**src/rtl/guard_pkg.sv**
```systemverilog
package guard_pkg;
  localparam int FIELD_W = 8;
  localparam int REG_W   = 16;
  localparam int ADDR_W  = 4;

  localparam logic [ADDR_W-1:0] OFS_CTRL = 4'h0;
  localparam logic [ADDR_W-1:0] OFS_SVC  = 4'h2;
  localparam logic [ADDR_W-1:0] OFS_STAT = 4'h4;
  localparam logic [ADDR_W-1:0] OFS_ICR  = 4'h6;
  localparam logic [ADDR_W-1:0] OFS_MISC = 4'h8;

  localparam logic [REG_W-1:0] KEY_FIRST  = 16'h5555;
  localparam logic [REG_W-1:0] KEY_SECOND = 16'hAAAA;

  typedef struct packed {
    logic [FIELD_W-1:0] tmo;       // timeout units minus one
    logic               stop_wait; // freeze in wait mode
    logic               ext_mask;  // keep external reset quiet
    logic               int_mask;  // keep internal request quiet
    logic               ext_sel;   // drive external reset on timeout
    logic               run;       // sticky enable
    logic               stop_dbg;  // freeze in debug mode
    logic               stop_lp;   // freeze in low-power mode
  } ctrl_t;
endpackage

```
**src/rtl/guard_prescale.sv**
```systemverilog
module guard_prescale #(
  parameter int TICKS_PER_UNIT = 16384
) (
  input  logic clk,
  input  logic rst_n,
  input  logic count_ok,
  input  logic load,
  output logic unit_stb
);
  localparam int PW = (TICKS_PER_UNIT > 1) ? $clog2(TICKS_PER_UNIT) : 1;
  localparam logic [PW-1:0] LAST = PW'(TICKS_PER_UNIT - 1);

  logic [PW-1:0] phase_q, phase_d;
  logic          wrap;

  assign wrap     = (phase_q == LAST);
  assign unit_stb = count_ok && wrap && !load;

  always_comb begin
    phase_d = phase_q;
    if (load)          phase_d = '0;
    else if (count_ok) phase_d = wrap ? '0 : phase_q + PW'(1);
  end

  always_ff @(posedge clk or negedge rst_n) begin
    if (!rst_n) phase_q <= '0;
    else        phase_q <= phase_d;
  end

  // the tick phase never leaves its unit window
  assert_phase_bound_R3: assert property (@(posedge clk) disable iff (!rst_n)
    phase_q <= LAST);
endmodule

```
**src/rtl/guard_countdown.sv**
```systemverilog
module guard_countdown #(
  parameter int CNT_W = 8
) (
  input  logic             clk,
  input  logic             rst_n,
  input  logic             unit_stb,
  input  logic             load,
  input  logic [CNT_W-1:0] load_val,
  input  logic [CNT_W-1:0] reload_val,
  input  logic [CNT_W-1:0] lead,
  output logic             flag_set,
  output logic             tout
);
  logic [CNT_W-1:0] remain_q, remain_d;
  logic             tout_d;

  always_comb begin
    remain_d = remain_q;
    tout_d   = 1'b0;
    flag_set = 1'b0;
    if (load) begin
      remain_d = load_val;
    end else if (unit_stb) begin
      if (remain_q == '0) begin
        remain_d = reload_val;
        tout_d   = 1'b1;
      end else begin
        remain_d = remain_q - CNT_W'(1);
        flag_set = ((remain_q - CNT_W'(1)) == lead);
      end
    end
  end

  always_ff @(posedge clk or negedge rst_n) begin
    if (!rst_n) begin
      remain_q <= '0;
      tout     <= 1'b0;
    end else begin
      remain_q <= remain_d;
      tout     <= tout_d;
    end
  end

  // with no unit boundary and no load the remaining count is frozen
  assert_hold_when_idle_R7: assert property (@(posedge clk) disable iff (!rst_n)
    (!unit_stb && !load) |=> $stable(remain_q));
endmodule

```
**src/rtl/guard_regs.sv**
```systemverilog
module guard_regs
  import guard_pkg::*;
(
  input  logic               clk,
  input  logic               rst_n,
  input  logic               wr_en,
  input  logic [ADDR_W-1:0]  wr_addr,
  input  logic [REG_W-1:0]   wr_data,
  input  logic [ADDR_W-1:0]  rd_addr,
  output logic [REG_W-1:0]   rd_data,
  input  logic               soft_rst_evt,
  input  logic               tout_evt,
  input  logic               flag_set,
  output ctrl_t              ctrl,
  output logic               irq_en,
  output logic               irq_flag,
  output logic [FIELD_W-1:0] lead,
  output logic               load,
  output logic [FIELD_W-1:0] load_val
);
  ctrl_t              ctrl_q, ctrl_d;
  logic               armed_q, armed_d;
  logic               ie_q, ie_d, flag_q, flag_d;
  logic [FIELD_W-1:0] lead_q, lead_d;
  logic [2:0]         cause_q, cause_d;   // {power-on, timeout, soft}
  logic               pde_q, pde_d;
  logic               hit_ctrl, hit_svc, hit_icr, hit_misc;
  logic               run_rise, svc_ok;

  assign hit_ctrl = wr_en && (wr_addr == OFS_CTRL);
  assign hit_svc  = wr_en && (wr_addr == OFS_SVC);
  assign hit_icr  = wr_en && (wr_addr == OFS_ICR);
  assign hit_misc = wr_en && (wr_addr == OFS_MISC);

  assign run_rise = hit_ctrl && wr_data[2] && !ctrl_q.run;
  assign svc_ok   = hit_svc && armed_q && (wr_data == KEY_SECOND);
  assign load     = run_rise || svc_ok;
  assign load_val = run_rise ? wr_data[15:8] : ctrl_q.tmo;

  always_comb begin
    ctrl_d  = ctrl_q;
    armed_d = armed_q;
    ie_d    = ie_q;
    lead_d  = lead_q;
    pde_d   = pde_q;
    cause_d = cause_q;
    if (hit_ctrl) begin
      ctrl_d = ctrl_t'({wr_data[15:8], wr_data[7], wr_data[5], wr_data[4],
                        wr_data[3], wr_data[2], wr_data[1], wr_data[0]});
      ctrl_d.run = ctrl_q.run || wr_data[2];
    end
    if (hit_svc)  armed_d = (wr_data == KEY_FIRST);
    if (hit_icr) begin
      ie_d   = wr_data[15];
      lead_d = wr_data[7:0];
    end
    if (hit_misc) pde_d = wr_data[0];
    flag_d = flag_set || (flag_q && !(hit_icr && wr_data[14]));
    if (tout_evt)          cause_d = 3'b010;
    else if (soft_rst_evt) cause_d = 3'b001;
  end

  always_ff @(posedge clk or negedge rst_n) begin
    if (!rst_n) begin
      ctrl_q  <= '0;
      armed_q <= 1'b0;
      ie_q    <= 1'b0;
      flag_q  <= 1'b0;
      lead_q  <= '0;
      cause_q <= 3'b100;
      pde_q   <= 1'b0;
    end else begin
      ctrl_q  <= ctrl_d;
      armed_q <= armed_d;
      ie_q    <= ie_d;
      flag_q  <= flag_d;
      lead_q  <= lead_d;
      cause_q <= cause_d;
      pde_q   <= pde_d;
    end
  end

  always_comb begin
    case (rd_addr)
      OFS_CTRL: rd_data = {ctrl_q.tmo, ctrl_q.stop_wait, 1'b0, ctrl_q.ext_mask,
                           ctrl_q.int_mask, ctrl_q.ext_sel, ctrl_q.run,
                           ctrl_q.stop_dbg, ctrl_q.stop_lp};
      OFS_STAT: rd_data = {11'b0, cause_q[2], 2'b0, cause_q[1], cause_q[0]};
      OFS_ICR:  rd_data = {ie_q, flag_q, 6'b0, lead_q};
      OFS_MISC: rd_data = {15'b0, pde_q};
      default:  rd_data = '0;
    endcase
  end

  assign ctrl     = ctrl_q;
  assign irq_en   = ie_q;
  assign irq_flag = flag_q;
  assign lead     = lead_q;

  // the run enable cannot be withdrawn
  assert_run_sticky_R2: assert property (@(posedge clk) disable iff (!rst_n)
    ctrl_q.run |=> ctrl_q.run);

  // exactly one reset cause is recorded at any time
  assert_cause_onehot_R8: assert property (@(posedge clk) disable iff (!rst_n)
    $onehot(cause_q));
endmodule

```
**src/rtl/guard_timer.sv**
```systemverilog
module guard_timer
  import guard_pkg::*;
#(
  parameter int TICKS_PER_UNIT = 16384
) (
  input  logic              clk,
  input  logic              rst_n,
  input  logic              tick_en,
  input  logic              wait_mode,
  input  logic              debug_mode,
  input  logic              lowpwr_mode,
  input  logic              soft_rst_evt,
  input  logic              wr_en,
  input  logic [ADDR_W-1:0] wr_addr,
  input  logic [REG_W-1:0]  wr_data,
  input  logic [ADDR_W-1:0] rd_addr,
  output logic [REG_W-1:0]  rd_data,
  output logic              irq,
  output logic              sys_rst_req,
  output logic              ext_rst_out
);
  logic [1:0]         rst_sync;
  logic               rst_core_n;
  ctrl_t              ctrl;
  logic               irq_en, irq_flag, load, flag_set, tout, unit_stb, count_ok;
  logic [FIELD_W-1:0] lead, load_val;

  always_ff @(posedge clk or negedge rst_n) begin
    if (!rst_n) rst_sync <= 2'b00;
    else        rst_sync <= {rst_sync[0], 1'b1};
  end
  assign rst_core_n = rst_sync[1];

  assign count_ok = tick_en && ctrl.run
                 && !(ctrl.stop_wait && wait_mode)
                 && !(ctrl.stop_dbg  && debug_mode)
                 && !(ctrl.stop_lp   && lowpwr_mode);

  guard_regs u_regs (
    .clk(clk), .rst_n(rst_core_n),
    .wr_en(wr_en), .wr_addr(wr_addr), .wr_data(wr_data),
    .rd_addr(rd_addr), .rd_data(rd_data),
    .soft_rst_evt(soft_rst_evt), .tout_evt(tout), .flag_set(flag_set),
    .ctrl(ctrl), .irq_en(irq_en), .irq_flag(irq_flag), .lead(lead),
    .load(load), .load_val(load_val)
  );

  guard_prescale #(.TICKS_PER_UNIT(TICKS_PER_UNIT)) u_pre (
    .clk(clk), .rst_n(rst_core_n),
    .count_ok(count_ok), .load(load), .unit_stb(unit_stb)
  );

  guard_countdown #(.CNT_W(FIELD_W)) u_cnt (
    .clk(clk), .rst_n(rst_core_n),
    .unit_stb(unit_stb), .load(load), .load_val(load_val),
    .reload_val(ctrl.tmo), .lead(lead),
    .flag_set(flag_set), .tout(tout)
  );

  assign irq         = irq_flag && irq_en;
  assign sys_rst_req = tout && !ctrl.int_mask;
  assign ext_rst_out = tout && ctrl.ext_sel && !ctrl.ext_mask;

  generate
    if (TICKS_PER_UNIT > 1) begin : g_pulse_chk
      // a timeout request lasts a single cycle
      assert_single_pulse_R3: assert property (@(posedge clk) disable iff (!rst_core_n)
        sys_rst_req |=> !sys_rst_req);
    end
  endgenerate

  // the external reset only accompanies a timeout
  assert_ext_with_timeout_R4: assert property (@(posedge clk) disable iff (!rst_core_n)
    ext_rst_out |-> $rose(tout));
endmodule

```
**config.mk**
```make
export PLATFORM = sky130hd
export DESIGN_NAME = guard_timer
export DESIGN_NICKNAME = d
export VERILOG_FILES = /design/src/rtl/guard_pkg.sv /design/src/rtl/guard_prescale.sv /design/src/rtl/guard_countdown.sv /design/src/rtl/guard_regs.sv /design/src/rtl/guard_timer.sv
export SDC_FILE = /design/constraint.sdc
export NUM_CORES = 1
export LEC_CHECK = 0
export BUFFER_PORTS_ARGS = -buffer_cell sky130_fd_sc_hd__buf_2
export CAP_MARGIN = 20
export CORE_MARGIN = 5
export CORE_UTILIZATION = 48
export DETAILED_ROUTE_END_ITERATION = 16
export MAX_ROUTING_LAYER = met4
export PLACE_DENSITY = 0.79
export SLEW_MARGIN = 20
export SYNTH_ARGS = -nofsm -noshare
export SYNTH_HDL_FRONTEND = slang
export SYNTH_SLANG_ARGS = --single-unit
```
**constraint.sdc**
```tcl
create_clock -name clk -period 1.9 [get_ports clk]
set_input_delay 0.285 -clock clk [delete_from_list [all_inputs] [get_ports clk]]
set_output_delay 0.285 -clock clk [all_outputs]
set_load 0.01 [all_outputs]
```
# Yosys cells after proc, flatten, opt, wreduce, memory -nomap -nowiden
# Cells that the tools add are included.
# op_classes
addsub	2
mul	0
n_div	0
n_lt_le_gt_ge	0
n_eq_ne	10
shifts	0
mux	16
n_bitwise	0
n_reduce_logical	40
# ops
cell	n
16-bit case mux with 4 select lines	1
14-bit two-way mux	3
8-bit two-way mux	4
1-bit logical AND	23
16-bit by 15-bit equality test with 1-bit output (second input constant)	1
16-bit equality test (second input constant)	1
14-bit by 1-bit adder with 14-bit output (second input constant)	1
14-bit equality test (second input constant)	1
4-bit by 3-bit equality test with 1-bit output (second input constant)	3
4-bit equality test (second input constant)	2
8-bit equality test	1
1-bit zero test	8
4-bit zero test	2
8-bit zero test	1
8-bit by 1-bit subtractor with 8-bit output (second input constant)	1
1-bit two-way mux	6
3-bit two-way mux	2
2-bit nonzero test	3
4-bit by 2-bit equality test with 1-bit output (second input constant)	1
1-bit logical OR	3
# totals
register_bits	55
latchBits	0
ram_bits	0
romBits	0
inputBits	32
output_inout_bits	19
word_cells	86
memories	0

# Depth between registers and ports, before layout
# Gate-level depths: netlist of run 1.
# depth
depth_word	10
ltp_mapped	9
mapped_depth_nobuf	8

# By module
# Synthesis of run 1 repeated with hierarchy kept, for this count alone.
# hier_totals
cells_unflattened	322
area_unflattened_um2	3288.2
# by_module_without_submodules
module	instances	cells_per_inst	area_each_um2
guard_regs	1	132	1581.5
guard_countdown	1	100	867.1
guard_prescale	1	80	745.7
guard_timer	1	10	93.8

# Least setup slack after synthesis of run 1
# No wires, ideal clock.
# synth_path
kind	input port to flip-flop
from	input port wr_addr[0]
to	register u_cnt.remain_q[7]
setup_ns	0.143
t_arrival_ns	1.961
required_ns	1.757
slack_ns	-0.204
path_stages	7
path_cell_list	or4b_4 -> or4b_1 -> buf_2 -> nand2_1 -> nor2_1 -> a222oi_1 -> o2bb2ai_1
# synth_via
elab_chain_len	8
word_cells_on_any_way	14
cone_classes	eq/ne (1); mux (2); reduce/logical (11)
# synth_lines
element	line_no	source
start: declaration	guard_timer.sv:14	input logic [ADDR_W-1:0] wr_addr,
4-bit by 2-bit equality test with 1-bit output / 4-bit zero test (equally long branches)	guard_regs.sv:31, guard_regs.sv:30	
1-bit logical AND (on tied branches)	guard_regs.sv:31, guard_regs.sv:30	
1-bit logical AND (on tied branches) (2 in series)	guard_regs.sv:36, guard_regs.sv:35	
1-bit logical OR	guard_regs.sv:37	assign load = run_rise || svc_ok;
1-bit zero test	guard_prescale.sv:17	assign unit_stb = count_ok && wrap && !load;
1-bit logical AND	guard_prescale.sv:17	
2-bit nonzero test (no line)	-	
end signal: assignment	guard_countdown.sv:39	remain_q <= remain_d;
end: declaration	guard_countdown.sv:14	logic [CNT_W-1:0] remain_q, remain_d;
# Parallel ways exist; a longest one is shown, timed or not.
# A chain may end at the register's enable or synchronous reset.

# Final worst setup path of run 1
# layout_path
from	input port wr_data[0]
to	register u_pre.phase_q[10]
# layout_via
elab_chain_len	4
word_cells_on_any_way	5
cone_classes	eq/ne (1); mux (1); reduce/logical (3)
# layout_lines
element	line_no	source
start: declaration	guard_timer.sv:15	input logic [REG_W-1:0] wr_data,
16-bit equality test (*)	guard_regs.sv:36	assign svc_ok = hit_svc && armed_q && (wr_data == KEY_SECOND);
1-bit logical AND (*)	guard_regs.sv:36	
1-bit logical OR (*)	guard_regs.sv:37	
14-bit two-way mux / 2-bit nonzero test (equally long branches)	-	
end signal: assignment	guard_prescale.sv:27	else phase_q <= phase_d;
end: declaration	guard_prescale.sv:13	logic [PW-1:0] phase_q, phase_d;
# Mark *: on every way between the ends. The rest lies on a longest branch, timed or not.

==> flow_results.xml, run 1 <==
<?xml version="1.0" encoding="UTF-8"?>
<metrics>
  <group name="status">
    <metric name="outcome" unit="">finished clean</metric>
  </group>
  <group name="placement">
    <metric name="dpl-instance-area" unit="mm²">0.00405</metric>
    <metric name="io_buffer_count" unit="">50</metric>
    <metric name="globalplace.congestion" unit="">1.01</metric>
    <metric name="dpl_worst_slack" unit="ps">-355</metric>
    <metric name="dp_hpwl" unit="µm">7290</metric>
  </group>
  <group name="detailed_routing">
    <metric name="routedWlPerCell" unit="µm">18.6</metric>
    <metric name="drc" unit="">0</metric>
    <metric name="count_of_routing_violations_after_the_opening_detailed_route_iteration" unit="">349</metric>
    <metric name="antenna_violating_nets_post_route" unit="">0</metric>
    <metric name="drt-pass1-iter-count" unit="">5</metric>
    <metric name="via_per_inst" unit="">6.14</metric>
    <metric name="detail_route.wirelength" unit="µm">9520</metric>
    <metric name="num_vias" unit="">3151</metric>
  </group>
  <group name="layout">
    <metric name="mostFrequentLayoutCell" unit="">buf_4</metric>
    <metric name="final_layout_size_suffix_gt1_frac" unit="">0.415</metric>
    <metric name="nFillCells" unit="">473</metric>
    <metric name="final_area" unit="mm²">0.00432</metric>
    <metric name="syn_to_final_growth" unit="%">35.3</metric>
    <metric name="fin_util" unit="">0.672</metric>
    <metric name="nets" unit="">470</metric>
    <metric name="most_frequent_cells_in_the_layout" unit="">67 x buf_4, 53 x dfrtp_1, 48 x buf_2</metric>
    <metric name="diodes" unit="">0</metric>
  </group>
  <group name="sta">
    <metric name="post-route-period-util" unit="">0.986</metric>
    <metric name="fmaxAchievable" unit="GHz">0.534</metric>
    <metric name="setup_ws" unit="ps">27.0</metric>
    <metric name="timing.final.max_slew_violations" unit="">0</metric>
    <metric name="final-setup-viol-count" unit="">0</metric>
    <metric name="final.min_clock_period" unit="ps">1870</metric>
    <metric name="timing.clock.skew" unit="ps">11.0</metric>
    <metric name="hold_viol_final" unit="">0</metric>
    <metric name="grt_setup_unrepaired" unit="">true</metric>
  </group>
  <group name="synth">
    <metric name="synth_fp_nets" unit="">355</metric>
    <metric name="synth.ff_latch_count" unit="">55</metric>
    <metric name="synth_sequential_area_ratio" unit="">0.432</metric>
    <metric name="synth_largest_area_cell" unit="">dfrtp_1</metric>
    <metric name="synth_flop_cell" unit="">dfrtp_1</metric>
    <metric name="post_synth_instance_area" unit="mm²">0.00319</metric>
    <metric name="cell_count_after_synthesis" unit="">320</metric>
    <metric name="count_of_flip_flops_with_a_built_in_enable_after_synthesis" unit="">0</metric>
    <metric name="postSynthAreaPerCell" unit="µm²">9.97</metric>
    <metric name="ys_top_cells_by_area" unit="">dfrtp_1 42%, mux2_2 8.8%, xnor2_1 4.1%, nor2_1 2.8%, o21ai_0 2.7%</metric>
    <metric name="yosysUniqueCellTypes" unit="">58</metric>
    <metric name="ys_warn_count" unit="">0</metric>
    <metric name="ys_async_sr_fraction" unit="">1.00</metric>
    <metric name="post-synth-top-area-fraction" unit="">0.424</metric>
  </group>
  <group name="critical_path">
    <metric name="r2r.worst_path.cells" unit="">7</metric>
    <metric name="crit_path_arrival_time" unit="ps">2090</metric>
    <metric name="crit_required" unit="ps">2120</metric>
    <metric name="endpoint_kind" unit="">flip-flop</metric>
    <metric name="setup.worst_path.class" unit="">in -&gt; reg</metric>
    <metric name="reg2reg_slack" unit="ps">60</metric>
    <metric name="crit-reg2reg-capture" unit="">u_cnt.remain_q[6]$_DFFE_PN0P_</metric>
    <metric name="start_kind" unit="">primary input</metric>
    <metric name="r2r-start" unit="">u_pre.phase_q[0]$_DFFE_PN0P_</metric>
    <metric name="crit_fanout" unit="">8</metric>
  </group>
  <group name="grt">
    <metric name="first_global_vias" unit="">3183</metric>
    <metric name="groute.usage.overall" unit="">0.232</metric>
    <metric name="antenna_found_initial" unit="">0</metric>
    <metric name="global_route.overflow_total" unit="">0</metric>
    <metric name="global_route_wire_length_before_repair" unit="µm">15300</metric>
    <metric name="grt_max_degree" unit="">54</metric>
  </group>
  <group name="power_and_ir_drop">
    <metric name="power.leakage" unit="µW">0.00199</metric>
    <metric name="switchingPower" unit="µW">1040</metric>
    <metric name="power.share.combinational" unit="">0.281</metric>
    <metric name="pwrdens" unit="mW/mm²">794</metric>
    <metric name="totalPowerFinal" unit="µW">3430</metric>
    <metric name="clockPowerShare" unit="">0.268</metric>
    <metric name="power.share.sequential" unit="">0.451</metric>
    <metric name="p_sw_frac" unit="">0.304</metric>
    <metric name="cellInternalPower" unit="µW">2380</metric>
    <metric name="peakVddDrop" unit="mV">0.465</metric>
  </group>
  <group name="die">
    <metric name="die_width" unit="µm">91.5</metric>
    <metric name="core_area" unit="mm²">0.00642</metric>
    <metric name="i_o_pin_count" unit="">51</metric>
    <metric name="die_ht" unit="µm">91.5</metric>
    <metric name="die-area" unit="mm²">0.00838</metric>
    <metric name="placement_rows" unit="">29</metric>
    <metric name="start_util" unit="">0.497</metric>
  </group>
  <group name="clock_tree">
    <metric name="clk-insertion-delay-late" unit="ps">320</metric>
    <metric name="cts.reportedPaths.clkPinSlew" unit="ps">100</metric>
    <metric name="cts.sinks" unit="">55</metric>
    <metric name="cts_made_buffers" unit="">5</metric>
    <metric name="max-clock-path-buffers" unit="">2</metric>
    <metric name="htreeDepth" unit="">2</metric>
    <metric name="cts_tree" unit="">yes</metric>
    <metric name="cts_root_buffer" unit="">clkbuf_8</metric>
  </group>
  <group name="run">
    <metric name="timing.max_cap.violations" unit="">0</metric>
  </group>
  <group name="min_path">
    <metric name="worstHoldPathCells" unit="">2</metric>
    <metric name="holdPathEnd" unit="">u_regs.cause_q[2]$_DFFE_PN1P_</metric>
    <metric name="min_path_type" unit="">in -&gt; reg</metric>
    <metric name="worst_min_delay_path_startpoint" unit="">soft_rst_evt</metric>
  </group>
</metrics>
## routing by layer
metal / vias up / GRT usage / share of wire
li1: 1426 / - / -
met1: 1561 / 0.300 / 0.42
met2: 148 / 0.366 / 0.49
met3: 16 / 0.0372 / 0.071
met4: 0 / 0.0905 / 0.018
met5: - / - / 0
## kinds of logic after synthesis
group           share of synthesized area
fa+ha+maj                          0.0118
other cells                       0.00118
simple gates                        0.225
mux                                 0.101
flops                               0.432
compound gates                      0.146
xor+xnor                           0.0549
buf+inv                            0.0282
## per-stage QoR
stage,hold slack [ps],setup TNS (ps),cells
floorplan,-10.6,-1650,320
global placement,70.3,-5830,503
detailed placement,74.0,-6800,503
CTS,121,0,512
global route,128,-218,513
finish,128,0,513
## flip-flops by register name (all words and copies together), names as in the netlist, 2 cells and up
signal	cells
u_pre.phase_q	14
rst_sync	2
u_regs.lead	8
u_regs.cause_q	3
u_regs.ctrl	15
u_cnt.remain_q	8
## power groups by stage
| stage | Sequential (µW) | Combinational [µW] | Clock (µW) |
|---|---|---|---|
| final | 1540 | 964 | 917 |
| after global routing | 1570 | 1050 | 976 |
| after CTS | 1530 | 930 | 924 |
| after detailed placement | 1560 | 923 | 0 |
| after global placement | 1540 | 891 | 0 |
| after floorplan | 1540 | 503 | 0 |
## synth_stat cells (4+ instances only)
library cell,n
a21oi_1,13
a22o_1,8
a31oi_1,6
and2_1,8
and3_1,4
clkbuf_1,7
dfrtp_1,54
inv_1,5
mux2_2,25
mux2i_1,4
nand2_1,22
nand3_1,15
nand4_1,5
nor2_1,24
nor3_1,11
nor3b_1,4
nor4_1,6
nor4bb_1,4
o21ai_0,17
or3_1,4
xnor2_1,15
xor2_1,5
## worst max-delay path by stage
stage / slack [ps] / from / endpoint / cells past startpoint
4_1_cts: 10 / wr_data[0] / u_pre.phase_q[10]$_DFFE_PN0P_ / 7
2_1_floorplan: -170 / wr_addr[0] / u_cnt.remain_q[7]$_DFFE_PN0P_ / 7
3_5_place_dp: -360 / wr_addr[0] / u_pre.phase_q[5]$_DFFE_PN0P_ / 8
6_report: 30 / wr_data[0] / u_pre.phase_q[10]$_DFFE_PN0P_ / 7
3_3_place_gp: -300 / wr_data[10] / u_pre.phase_q[8]$_DFFE_PN0P_ / 7
5_1_grt: -60 / u_pre.phase_q[0]$_DFFE_PN0P_ / u_cnt.remain_q[0]$_DFFE_PN0P_ / 8
## worst max-delay path, cell delays in order
cell	delay, ps
buf_2	110
nor4bb_2	320
nand3_1	140
or4_4	640
a311oi_1	360
xnor2_1	160
nor2_1	60
## final cells by class
type	instances	area [µm²]	area share
clock buffers	6	72.6	0.0168
clock inverters	2	60.1	0.0139
inverters	5	18.8	0.00435
flip-flops and latches	55	1380	0.320
well taps	77	96.3	0.0223
multi-input cells	247	1860	0.431
repair buffers	121	827	0.192
## what timing repair did
action	CTS	global route
resized for setup	4	23
endpoints found under the hold margin	2	0
hold buffers	1	0
setup buffers	0	1
pin swaps	1	4
endpoints found under the setup margin	4	18
Note: power is estimated with default switching activity, not from simulation.
==> run 2: changes to the inputs <==
--- a/config.mk
+++ b/config.mk
@@ -11,7 +11,7 @@
 export CORE_UTILIZATION = 48
 export DETAILED_ROUTE_END_ITERATION = 16
 export MAX_ROUTING_LAYER = met4
-export PLACE_DENSITY = 0.79
+export PLACE_DENSITY = 0.82
 export SLEW_MARGIN = 20
 export SYNTH_ARGS = -nofsm -noshare
 export SYNTH_HDL_FRONTEND = slang
==> constraint.sdc (replaced) <==
create_clock -name clk -period 1.6 [get_ports clk]
set_input_delay 0.08 -clock clk [delete_from_list [all_inputs] [get_ports clk]]
set_output_delay 0.08 -clock clk [all_outputs]
set_load 0.01 [all_outputs]
==> run 2 against run 1 <==
The run now ends with setup timing left. Core utilization is 11 points higher. Sequential share of layout area down 4.6 points. Global-route usage is 5.3 points higher. Largest power group unchanged.
==> flow_results.xml, run 2 (same netlist as run 1, synthesis figures left out) <==
<?xml version="1.0" encoding="UTF-8"?>
<metrics>
  <group name="placement">
    <metric name="io_buffer_count" unit="">50</metric>
    <metric name="dpl_worst_slack" unit="ps">-450</metric>
    <metric name="globalplace.congestion" unit="">0.961</metric>
    <metric name="dp_hpwl" unit="µm">7450</metric>
  </group>
  <group name="min_path">
    <metric name="min_path_type" unit="">in -&gt; reg</metric>
    <metric name="worstHoldPathCells" unit="">2</metric>
    <metric name="holdPathEnd" unit="">u_regs.ctrl[13]$_DFFE_PN0N_</metric>
    <metric name="worst_min_delay_path_startpoint" unit="">wr_data[14]</metric>
  </group>
  <group name="die">
    <metric name="i_o_pin_count" unit="">51</metric>
    <metric name="core_area" unit="mm²">0.00642</metric>
    <metric name="die-area" unit="mm²">0.00838</metric>
    <metric name="start_util" unit="">0.497</metric>
    <metric name="die_ht" unit="µm">91.5</metric>
    <metric name="placement_rows" unit="">29</metric>
    <metric name="die_width" unit="µm">91.5</metric>
  </group>
  <group name="sta">
    <metric name="timing.clock.skew" unit="ps">13.9</metric>
    <metric name="setup_ws" unit="ps">-417</metric>
    <metric name="fmaxAchievable" unit="GHz">0.496</metric>
    <metric name="final-setup-viol-count" unit="">24</metric>
    <metric name="worst_slew_pin_slew" unit="ps">527</metric>
    <metric name="final.min_clock_period" unit="ps">2020</metric>
    <metric name="post-route-period-util" unit="">1.26</metric>
    <metric name="maxSlewHeadroom" unit="">0.649</metric>
    <metric name="grt_setup_unrepaired" unit="">true</metric>
    <metric name="whs" unit="ps">42.1</metric>
    <metric name="timing.final.max_slew_violations" unit="">0</metric>
    <metric name="hold_viol_final" unit="">0</metric>
  </group>
  <group name="power_and_ir_drop">
    <metric name="peakVddDrop" unit="mV">0.842</metric>
    <metric name="power.leakage" unit="µW">0.00226</metric>
    <metric name="pwrdens" unit="mW/mm²">867</metric>
  </group>
  <group name="clock_tree">
    <metric name="cts.sinks" unit="">55</metric>
    <metric name="cts_tree" unit="">yes</metric>
    <metric name="cts_made_buffers" unit="">5</metric>
    <metric name="cts_root_buffer" unit="">clkbuf_8</metric>
    <metric name="max-clock-path-buffers" unit="">2</metric>
    <metric name="clk-insertion-delay-late" unit="ps">330</metric>
    <metric name="cts.reportedPaths.clkPinSlew" unit="ps">110</metric>
    <metric name="htreeDepth" unit="">2</metric>
  </group>
  <group name="grt">
    <metric name="first_global_vias" unit="">3561</metric>
    <metric name="global_route_wire_length_before_repair" unit="µm">18500</metric>
    <metric name="antenna_found_initial" unit="">0</metric>
    <metric name="grt_max_degree" unit="">32</metric>
    <metric name="global_route.overflow_total" unit="">0</metric>
    <metric name="groute.usage.overall" unit="">0.285</metric>
  </group>
  <group name="layout">
    <metric name="mostFrequentLayoutCell" unit="">buf_4</metric>
    <metric name="multi_input_area" unit="mm²">0.00218</metric>
    <metric name="nFillCells" unit="">308</metric>
    <metric name="seqCellArea" unit="mm²">0.00138</metric>
    <metric name="nets" unit="">523</metric>
    <metric name="final_layout_size_suffix_gt1_frac" unit="">0.558</metric>
    <metric name="syn_to_final_growth" unit="%">58.0</metric>
    <metric name="most_frequent_cells_in_the_layout" unit="">103 x buf_4, 52 x dfrtp_1, 49 x buf_2</metric>
    <metric name="largest_register_ffs" unit="">15</metric>
    <metric name="diodes" unit="">0</metric>
  </group>
  <group name="critical_path">
    <metric name="timing.critical_path.slowest_stage_cell" unit="">or4_4</metric>
    <metric name="crit-reg2reg-capture" unit="">u_cnt.remain_q[4]$_DFFE_PN0P_</metric>
    <metric name="crit_fanout" unit="">5</metric>
    <metric name="critical_path.cell_chain" unit="">nand3_2 -&gt; or4_4 -&gt; buf_6 -&gt; nand3_1 -&gt; o21ai_0 -&gt; o2bb2ai_2</metric>
    <metric name="r2r-start" unit="">u_regs.armed_q$_DFFE_PN0N_</metric>
    <metric name="crit_path_arrival_time" unit="ps">2230</metric>
    <metric name="start_kind" unit="">flip-flop</metric>
    <metric name="max_stage_delay" unit="ps">650</metric>
    <metric name="setup.worst_path.class" unit="">reg -&gt; reg</metric>
    <metric name="reg2reg_slack" unit="ps">-420</metric>
    <metric name="endpoint_kind" unit="">flip-flop</metric>
    <metric name="crit_required" unit="ps">1820</metric>
    <metric name="r2r.worst_path.cells" unit="">6</metric>
  </group>
  <group name="detailed_routing">
    <metric name="routedWlPerCell" unit="µm">26.2</metric>
    <metric name="num_vias" unit="">3939</metric>
    <metric name="drc" unit="">0</metric>
    <metric name="antenna_violating_nets_post_route" unit="">0</metric>
    <metric name="count_of_routing_violations_after_the_opening_detailed_route_iteration" unit="">532</metric>
    <metric name="detail_route.wirelength" unit="µm">14800</metric>
    <metric name="drt-pass1-iter-count" unit="">8</metric>
    <metric name="via_per_inst" unit="">6.96</metric>
  </group>
  <group name="run">
    <metric name="timing.max_cap.violations" unit="">0</metric>
  </group>
  <group name="status">
    <metric name="outcome" unit="">finished with violations</metric>
    <metric name="failed_checks" unit="">setup timing</metric>
  </group>
</metrics>
-- run 2: cell types whose count changed in the layout (fill, tap and decap cells not counted), moves of 4 or more --
cell,delta
buf_4,+36
nor2_1,-4
nand3_1,-4
nor3_1,-5
buf_6,+14
-- run 2: worst max path at each step --
stage / slack [ps] / end / from / cells after the start
6_report: -420 / u_cnt.remain_q[4]$_DFFE_PN0P_ / u_regs.armed_q$_DFFE_PN0N_ / 6
3_3_place_gp: -420 / u_cnt.remain_q[7]$_DFFE_PN0P_ / wr_addr[0] / 8
2_1_floorplan: -250 / u_cnt.remain_q[7]$_DFFE_PN0P_ / wr_addr[0] / 7
5_1_grt: -510 / u_cnt.remain_q[4]$_DFFE_PN0P_ / u_regs.armed_q$_DFFE_PN0N_ / 6
3_5_place_dp: -450 / u_cnt.remain_q[7]$_DFFE_PN0P_ / wr_addr[0] / 8
4_1_cts: -190 / u_cnt.remain_q[6]$_DFFE_PN0P_ / u_pre.phase_q[1]$_DFFE_PN0P_ / 7
-- run 2: final cells by class --
type | instances | area share
clock inverters | 3 | 0.00397
inverters | 5 | 0.00372
multi-input cells | 248 | 0.433
flip-flops and latches | 55 | 0.274
clock buffers | 5 | 0.0137
repair buffers | 173 | 0.253
well taps | 77 | 0.0191
-- run 2: layer usage --
layer / share of wire / vias up / track usage
met5: 0 / - / -
met4: 0.092 / 0 / 0.112
met3: 0.11 / 163 / 0.0455
met2: 0.45 / 401 / 0.475
met1: 0.35 / 1841 / 0.346
li1: - / 1534 / -
-- run 2: what timing repair did --
item | 4_1_cts | 5_1_grt
hold buffers | 2 | 0
hold endpoints to repair | 3 | 0
gates resized for setup | 47 | 48
gates cloned | 1 | 2
endpoints found under the setup margin | 21 | 24
buffers inserted | 12 | 17
pin swaps | 21 | 26
-- run 2: critical path, delay by kind of cell (launching register included) --
family / cells / cell delay (ps)
AOI/OAI and AO/OA: 2 / 340
buffers and inverters: 1 / 180
DFF: 1 / 430
and+or+nand+nor: 3 / 960
-- run 2: report_power, final --
part	leakage (µW)	internal (µW)	switching [µW]
Clock	0.0000402	306	504
Combinational	0.00153	842	834
Sequential	0.000694	1610	270
-- run 2: through the flow --
step | setup TNS [ps] | util | total power (µW) | cells | cell area, µm²
floorplan | -4090 | - | 2440 | 320 | 3290
global route | -7890 | 0.785 | 4500 | 566 | 5040
detailed placement | -8730 | 0.663 | 3040 | 527 | 4260
CTS | -1750 | 0.726 | 3940 | 549 | 4660
finish | -6380 | 0.785 | 4370 | 566 | 5040
global placement | -7900 | 0.663 | 2980 | 527 | 4260
